--- src/rtl/wake_cond_pkg.sv ---
package wake_cond_pkg;
  localparam int ADDR_W = 4;

  typedef enum logic [ADDR_W-1:0] {
    A_CTRL  = 4'd0,
    A_STAT  = 4'd1,
    A_FALL  = 4'd2,
    A_RISE  = 4'd3,
    A_BUFEN = 4'd4,
    A_BYP   = 4'd5,
    A_POL   = 4'd6,
    A_LATCH = 4'd7,
    A_OUTEN = 4'd8
  } reg_addr_e;
endpackage

--- src/rtl/wake_cond_lane.sv ---
module wake_cond_lane #(
  parameter int FILT_LEN = 4
) (
  input  logic clk,
  input  logic rst_n,
  input  logic pin_n,
  input  logic buf_en,
  input  logic bypass,
  input  logic pol_inv,
  input  logic latch_en,
  input  logic clr_stat,
  input  logic clr_fall,
  input  logic clr_rise,
  output logic filt_o,
  output logic asrt_o,
  output logic stat_o,
  output logic fall_o,
  output logic rise_o
);
  localparam int CW = (FILT_LEN > 2) ? $clog2(FILT_LEN) : 1;
  localparam logic [CW-1:0] CNT_LAST = CW'(FILT_LEN - 1);

  logic gated;
  logic sync1_q, sync2_q;
  logic filt_q, filt_d;
  logic [CW-1:0] cnt_q, cnt_d;
  logic prev_q;
  logic fall_q, fall_d, rise_q, rise_d;
  logic stat_q, stat_d;

  // buffer gate: a disabled buffer reads as the released (high) level
  assign gated = buf_en ? pin_n : 1'b1;

  always_ff @(posedge clk or negedge rst_n) begin
    if (!rst_n) begin
      sync1_q <= 1'b1;
      sync2_q <= 1'b1;
    end else begin
      sync1_q <= gated;
      sync2_q <= sync1_q;
    end
  end

  // stability filter: commit only after FILT_LEN consecutive differing clocks
  always_comb begin
    filt_d = filt_q;
    cnt_d  = '0;
    if (sync2_q != filt_q) begin
      if (cnt_q == CNT_LAST) filt_d = sync2_q;
      else                   cnt_d  = cnt_q + 1'b1;
    end
  end

  always_ff @(posedge clk or negedge rst_n) begin
    if (!rst_n) begin
      filt_q <= 1'b1;
      cnt_q  <= '0;
    end else begin
      filt_q <= filt_d;
      cnt_q  <= cnt_d;
    end
  end

  assign filt_o = bypass ? sync2_q : filt_q;

  // edge taps sit before polarity selection
  assign asrt_o = pol_inv ? filt_o : ~filt_o;

  always_comb begin
    fall_d = (fall_q & ~clr_fall) | (prev_q & ~filt_o);
    rise_d = (rise_q & ~clr_rise) | (~prev_q & filt_o);
    stat_d = latch_en ? ((stat_q & ~clr_stat) | asrt_o) : asrt_o;
  end

  always_ff @(posedge clk or negedge rst_n) begin
    if (!rst_n) begin
      prev_q <= 1'b1;
      fall_q <= 1'b0;
      rise_q <= 1'b0;
      stat_q <= 1'b0;
    end else begin
      prev_q <= filt_o;
      fall_q <= fall_d;
      rise_q <= rise_d;
      stat_q <= stat_d;
    end
  end

  assign stat_o = stat_q;
  assign fall_o = fall_q;
  assign rise_o = rise_q;
endmodule

--- src/rtl/wake_cond_regs.sv ---
module wake_cond_regs
  import wake_cond_pkg::*;
#(
  parameter int NUM_IN = 2,
  parameter int DW     = 2
) (
  input  logic              clk,
  input  logic              rst_n,
  input  logic              wr_en,
  input  logic [ADDR_W-1:0] addr,
  input  logic [DW-1:0]     wdata,
  output logic [DW-1:0]     rdata,
  input  logic [NUM_IN-1:0] stat,
  input  logic [NUM_IN-1:0] fall,
  input  logic [NUM_IN-1:0] rise,
  output logic [NUM_IN-1:0] buf_en,
  output logic [NUM_IN-1:0] bypass,
  output logic [NUM_IN-1:0] pol_inv,
  output logic [NUM_IN-1:0] latch_en,
  output logic [NUM_IN-1:0] out_en,
  output logic              fw_sel,
  output logic              fw_bit,
  output logic [NUM_IN-1:0] clr_stat,
  output logic [NUM_IN-1:0] clr_fall,
  output logic [NUM_IN-1:0] clr_rise
);
  logic [NUM_IN-1:0] buf_q, buf_d, byp_q, byp_d, pol_q, pol_d;
  logic [NUM_IN-1:0] lat_q, lat_d, oen_q, oen_d;
  logic              fsel_q, fsel_d, fbit_q, fbit_d;
  logic [NUM_IN-1:0] wvec;

  assign wvec = wdata[NUM_IN-1:0];

  always_comb begin
    buf_d  = buf_q;
    byp_d  = byp_q;
    pol_d  = pol_q;
    lat_d  = lat_q;
    oen_d  = oen_q;
    fsel_d = fsel_q;
    fbit_d = fbit_q;
    if (wr_en) begin
      case (addr)
        A_CTRL:  begin fbit_d = wdata[0]; fsel_d = wdata[1]; end
        A_BUFEN: buf_d = wvec;
        A_BYP:   byp_d = wvec;
        A_POL:   pol_d = wvec;
        A_LATCH: lat_d = wvec;
        A_OUTEN: oen_d = wvec;
        default: ;
      endcase
    end
  end

  always_ff @(posedge clk or negedge rst_n) begin
    if (!rst_n) begin
      buf_q  <= '1;
      byp_q  <= '0;
      pol_q  <= '0;
      lat_q  <= '0;
      oen_q  <= '0;
      fsel_q <= 1'b0;
      fbit_q <= 1'b0;
    end else begin
      buf_q  <= buf_d;
      byp_q  <= byp_d;
      pol_q  <= pol_d;
      lat_q  <= lat_d;
      oen_q  <= oen_d;
      fsel_q <= fsel_d;
      fbit_q <= fbit_d;
    end
  end

  // write-one-to-clear strobes, valid only in the write cycle
  assign clr_stat = (wr_en && addr == A_STAT) ? wvec : '0;
  assign clr_fall = (wr_en && addr == A_FALL) ? wvec : '0;
  assign clr_rise = (wr_en && addr == A_RISE) ? wvec : '0;

  always_comb begin
    case (addr)
      A_CTRL:  rdata = DW'({fsel_q, fbit_q});
      A_STAT:  rdata = DW'(stat);
      A_FALL:  rdata = DW'(fall);
      A_RISE:  rdata = DW'(rise);
      A_BUFEN: rdata = DW'(buf_q);
      A_BYP:   rdata = DW'(byp_q);
      A_POL:   rdata = DW'(pol_q);
      A_LATCH: rdata = DW'(lat_q);
      A_OUTEN: rdata = DW'(oen_q);
      default: rdata = '0;
    endcase
  end

  assign buf_en   = buf_q;
  assign bypass   = byp_q;
  assign pol_inv  = pol_q;
  assign latch_en = lat_q;
  assign out_en   = oen_q;
  assign fw_sel   = fsel_q;
  assign fw_bit   = fbit_q;
endmodule

--- src/rtl/wake_cond.sv ---
module wake_cond
  import wake_cond_pkg::*;
#(
  parameter  int NUM_IN   = 2,
  parameter  int FILT_LEN = 4,
  localparam int DW       = (NUM_IN > 2) ? NUM_IN : 2
) (
  input  logic              clk,
  input  logic              rst_n,
  input  logic [NUM_IN-1:0] pin_n,
  input  logic              ovrd_in,
  input  logic              pwrup_evt,
  input  logic              reg_wr,
  input  logic [ADDR_W-1:0] reg_addr,
  input  logic [DW-1:0]     reg_wdata,
  output logic [DW-1:0]     reg_rdata,
  output logic              ctl_out
);
  logic rst_meta_q, rst_q_n;
  logic [NUM_IN-1:0] filt_v, asrt_v, stat_v, fall_v, rise_v;
  logic [NUM_IN-1:0] buf_en_v, bypass_v, pol_v, latch_en_v, out_en_v;
  logic [NUM_IN-1:0] clr_stat_v, clr_fall_v, clr_rise_v;
  logic fw_sel, fw_bit, hw_out;

  // asynchronous assertion, synchronous release
  always_ff @(posedge clk or negedge rst_n) begin
    if (!rst_n) begin
      rst_meta_q <= 1'b0;
      rst_q_n    <= 1'b0;
    end else begin
      rst_meta_q <= 1'b1;
      rst_q_n    <= rst_meta_q;
    end
  end

  wake_cond_regs #(.NUM_IN(NUM_IN), .DW(DW)) u_regs (
    .clk      (clk),
    .rst_n    (rst_q_n),
    .wr_en    (reg_wr),
    .addr     (reg_addr),
    .wdata    (reg_wdata),
    .rdata    (reg_rdata),
    .stat     (stat_v),
    .fall     (fall_v),
    .rise     (rise_v),
    .buf_en   (buf_en_v),
    .bypass   (bypass_v),
    .pol_inv  (pol_v),
    .latch_en (latch_en_v),
    .out_en   (out_en_v),
    .fw_sel   (fw_sel),
    .fw_bit   (fw_bit),
    .clr_stat (clr_stat_v),
    .clr_fall (clr_fall_v),
    .clr_rise (clr_rise_v)
  );

  for (genvar i = 0; i < NUM_IN; i++) begin : g_lane
    wake_cond_lane #(.FILT_LEN(FILT_LEN)) u_lane (
      .clk      (clk),
      .rst_n    (rst_q_n),
      .pin_n    (pin_n[i]),
      .buf_en   (buf_en_v[i]),
      .bypass   (bypass_v[i]),
      .pol_inv  (pol_v[i]),
      .latch_en (latch_en_v[i]),
      .clr_stat (clr_stat_v[i]),
      .clr_fall (clr_fall_v[i]),
      .clr_rise (clr_rise_v[i]),
      .filt_o   (filt_v[i]),
      .asrt_o   (asrt_v[i]),
      .stat_o   (stat_v[i]),
      .fall_o   (fall_v[i]),
      .rise_o   (rise_v[i])
    );
  end

  assign hw_out  = (|(stat_v & out_en_v)) | ovrd_in | pwrup_evt;
  assign ctl_out = fw_sel ? fw_bit : hw_out;
endmodule

--- config.mk ---
export PLATFORM = sky130hd
export DESIGN_NAME = wake_cond
export DESIGN_NICKNAME = d
export VERILOG_FILES = /design/src/rtl/wake_cond_pkg.sv /design/src/rtl/wake_cond_lane.sv /design/src/rtl/wake_cond_regs.sv /design/src/rtl/wake_cond.sv
export SDC_FILE = /design/constraint.sdc
export NUM_CORES = 1
export LEC_CHECK = 0
export ABC_AREA = 1
export BUFFER_PORTS_ARGS = -buffer_cell sky130_fd_sc_hd__clkbuf_2
export CAP_MARGIN = 25
export CORE_UTILIZATION = 33
export DETAILED_ROUTE_END_ITERATION = 10
export GPL_ROUTABILITY_DRIVEN = 0
export PLACE_DENSITY = 0.6
export SETUP_SLACK_MARGIN = 0.1
export SYNTH_ARGS = -nofsm -noshare
export SYNTH_HDL_FRONTEND = slang
export SYNTH_SLANG_ARGS = --single-unit
--- constraint.sdc ---
create_clock -name clk -period 0.9 [get_ports clk]
set_input_delay 0.135 -clock clk [delete_from_list [all_inputs] [get_ports clk]]
set_output_delay 0.135 -clock clk [all_outputs]
set_load 0.02 [all_outputs]
==> metrics.txt <==
status=finished with violations; failing checks=setup timing; Total Wirelength=3756 um; largest family of logic cells by synthesized area=simple AND/OR/NAND/NOR gates; Clock Sinks=32; WHS Path Cells=2; drt wl/cell=13.41 um; syn_area_per_cell=8.998 um^2; mux cell area share after synthesis=0%; Internal=3.721 mW; FF+latch count, synth=32; fill cell count=381; Post-Synth Adder-Cell Area=1.665%; placed cell areas=1906 um^2; fin nets=242; GR Util All Layers=15.90%; H-tree levels=2; Hold Crit Class=in2reg; Clock Power Share=20.7%; antenna-violating nets left=0; drc violations=0; CP most frequent cell=nand3_2; via count=1343; Synth Flop Type=dfrtp_1; Post-synth EDFFs=0; async set-or-reset flop fraction in the synthesized netlist=100.0%; clock-pin slew on the worst setup and hold paths=60 ps; Worst Path Buf+Inv=1; sequence of cells on the critical path=nand3_2 > nand3_2 > nor2_2 > nand2_2 > buf_8; latest clock arrival within the worst-skew pair=290 ps; Critical Path Stages=5; Ys Warns=0; CTS max path bufs=2; Fin Hold WS=47.59 ps; Combinational Power Share=39.1%; critical path data arrival time=1220 ps; final instance area=2440 um^2; sequential fraction of the synthesis area=54.12%; Reg2Reg Depth=4; Core ar.=4354 um^2; largest net degree at the start of global routing=15; global-route wire length before repair=5878 um; Worst Skew=6.401 ps; min Tclk post-route=1354 ps; I/O pin cnt=16; CP required=760 ps; area delta synth->final=62.36%; dpl hpwl=2465 um; CP max stage cell=dfstp_2; Hold Vio Cnt, Final=0; CP startpoint kind=register; root buf cell=clkbuf_8; Die H=69.48 um; Net Switching=1.756 mW; maximum vdd drop=1.332 mV; Simple-Gate Fraction of Synth Area=27.39%; grt total ovfl=0; Die X=69.48 um; die footprint=4827 um^2; vias in the first global route=1295; Slew Limit Fails=0; Crit path max-delay family=flip-flops; Initial Utilization=34.51%; Sw Ratio=32.06%; Multi-input gate area=875.8 um^2; CTS tree=done; pwr dens=2245 nW/um^2; unrepaired setup endpoints after global routing=yes; router iterations before antenna repair=4; cell leakage power=1.112 nW; std cell rows=24; I/O Buffers=15; CP peak stage delay=560 ps; share of layout cells above drive strength 1=62.72%; commonest cells after routing, fill and taps aside=dfrtp_1, buf_4, nand2_1; cts bufs inserted=5; worst-path fanout max=2; CP Capture Type=output port; Final Cycle Share=150.4%; Storage cell area=817.0 um^2; post-synthesis compound-gate area fraction=8.909%; initial drt markers=115; Worst Slack Setup Final=-453.8 ps; Peak Freq=738.7 MHz; critical path type=reg2out; initial antenna violation count=0; post-synth cell types=25; diodes inserted=0; max-cap violation count=0; sequential power share=40.2%; Gate Count Post-Synth=167; xor/xnor share of the synthesized area=2.331%; vias per inst=4.796; Total Power=5.477 mW; Syn Std Cell Area=1503 um^2; Final setup viols=19; Mapped Nets=182
==> cells in the mapped netlist, types with 3 or more instances <==
cell / number / area, um^2
nor2_2: 3 / 18.77
dfrtp_1: 22 / 550.5
nor2_4: 3 / 33.78
nor3_1: 4 / 20.02
inv_2: 3 / 11.26
nand3_2: 5 / 50.05
nand2_1: 32 / 120.1
dfstp_2: 10 / 262.8
o21ai_0: 6 / 30.03
nand3_1: 20 / 100.1
nor2_1: 10 / 37.54
o21ai_1: 16 / 80.08
inv_1: 15 / 56.30
==> routing by layer <==
layer / global-route usage [%] / part of all wire [%]
met1: 20.64 / 46
met2: 25.03 / 50
met3: 4.506 / 3.2
met4: 6.349 / 1.3
met5: 0 / 0
==> worst reg2reg max path, cell delays in order, from the launching register on <==
cell     delay [ps]
dfstp_2         540
inv_2            50
o21ai_4         140
xor2_1          160
o21ai_1          80
==> power groups by stage <==
stage / registers [mW] / logic [mW] / clock network [mW]
after global routing: 2.25 / 2.34 / 1.22
final: 2.20 / 2.14 / 1.13
after detailed placement: 2.21 / 1.32 / 0
after floorplan: 2.16 / 0.790 / 0
after CTS: 2.17 / 1.71 / 1.17
after global placement: 2.20 / 1.29 / 0
==> area by class of cell <==
class,instances,area share (%)
clock buffer,8,3.692
inverter,18,2.872
multi-input combinational,115,35.90
sequential,32,33.49
tap,52,2.667
timing repair buffer,55,21.38
==> timing repair <==
item / 4_1_cts / 5_1_grt
setup buffers: 6 / 8
pin swaps: 16 / 23
endpoints found under the hold margin: 2 / 0
hold buffers: 1 / 0
setup endpoints to repair: 23 / 28
gates resized for setup: 31 / 63
==> registers in the layout, summed over array words and instances (netlist names), 2 cells and up <==
signal and flops:
g_lane.u_lane.stat_o 2, g_lane.u_lane.sync2_q 2, g_lane.u_lane.sync1_q 2, g_lane.u_lane.rise_o 2, g_lane.u_lane.prev_q 2, g_lane.u_lane.fall_o 2
g_lane.u_lane.cnt_q 4, g_lane.u_lane.filt_q 2, u_regs.latch_en 2, u_regs.buf_en 2, u_regs.out_en 2, u_regs.pol_inv 2
u_regs.bypass 2
==> cells by family after synthesis <==
| family | after synthesis |
|---|---|
| simple gates | 82 |
| flops | 32 |
| compound gates | 26 |
| buf+inv | 20 |
| xor+xnor | 4 |
| fa+ha+maj | 2 |
| other cells | 1 |
==> metrics by stage <==
stage / util, % / worst slack (ps) / instances / TNS, ps
after floorplan: - / -156.6 / 167 / -428.3
after global placement: 43.76 / -257.2 / 258 / -3284
after detailed placement: 43.76 / -273.2 / 258 / -3512
after CTS: 49.83 / -448.6 / 273 / -2414
after global routing: 56.03 / -489.2 / 280 / -3604
final: 56.03 / -453.8 / 280 / -2895
==> path summary, 6_finish.rpt <==
| kind | startpoint | to | slack, ps |
|---|---|---|---|
| max | u_regs.buf_en[1]$_DFFE_PN1P_ | reg_rdata[1] | -450 |
| min | pin_n[1] | g_lane[1].u_lane.sync1_q$_DFF_PN1_ | 50 |
| max reg2reg | g_lane[0].u_lane.filt_q$_DFFE_PN1P_ | g_lane[0].u_lane.stat_o$_DFF_PN0_ | -180 |
| min reg2reg | rst_q_n$_DFF_PN0_ | g_lane[1].u_lane.cnt_q[0]$_DFF_PN0_ | 150 |
| max in group asynchronous | rst_q_n$_DFF_PN0_ | g_lane[0].u_lane.sync1_q$_DFF_PN1_ | 300 |
| min in group asynchronous | rst_q_n$_DFF_PN0_ | g_lane[1].u_lane.cnt_q[0]$_DFF_PN0_ | 150 |
Note: power is estimated with default switching activity, not from simulation.
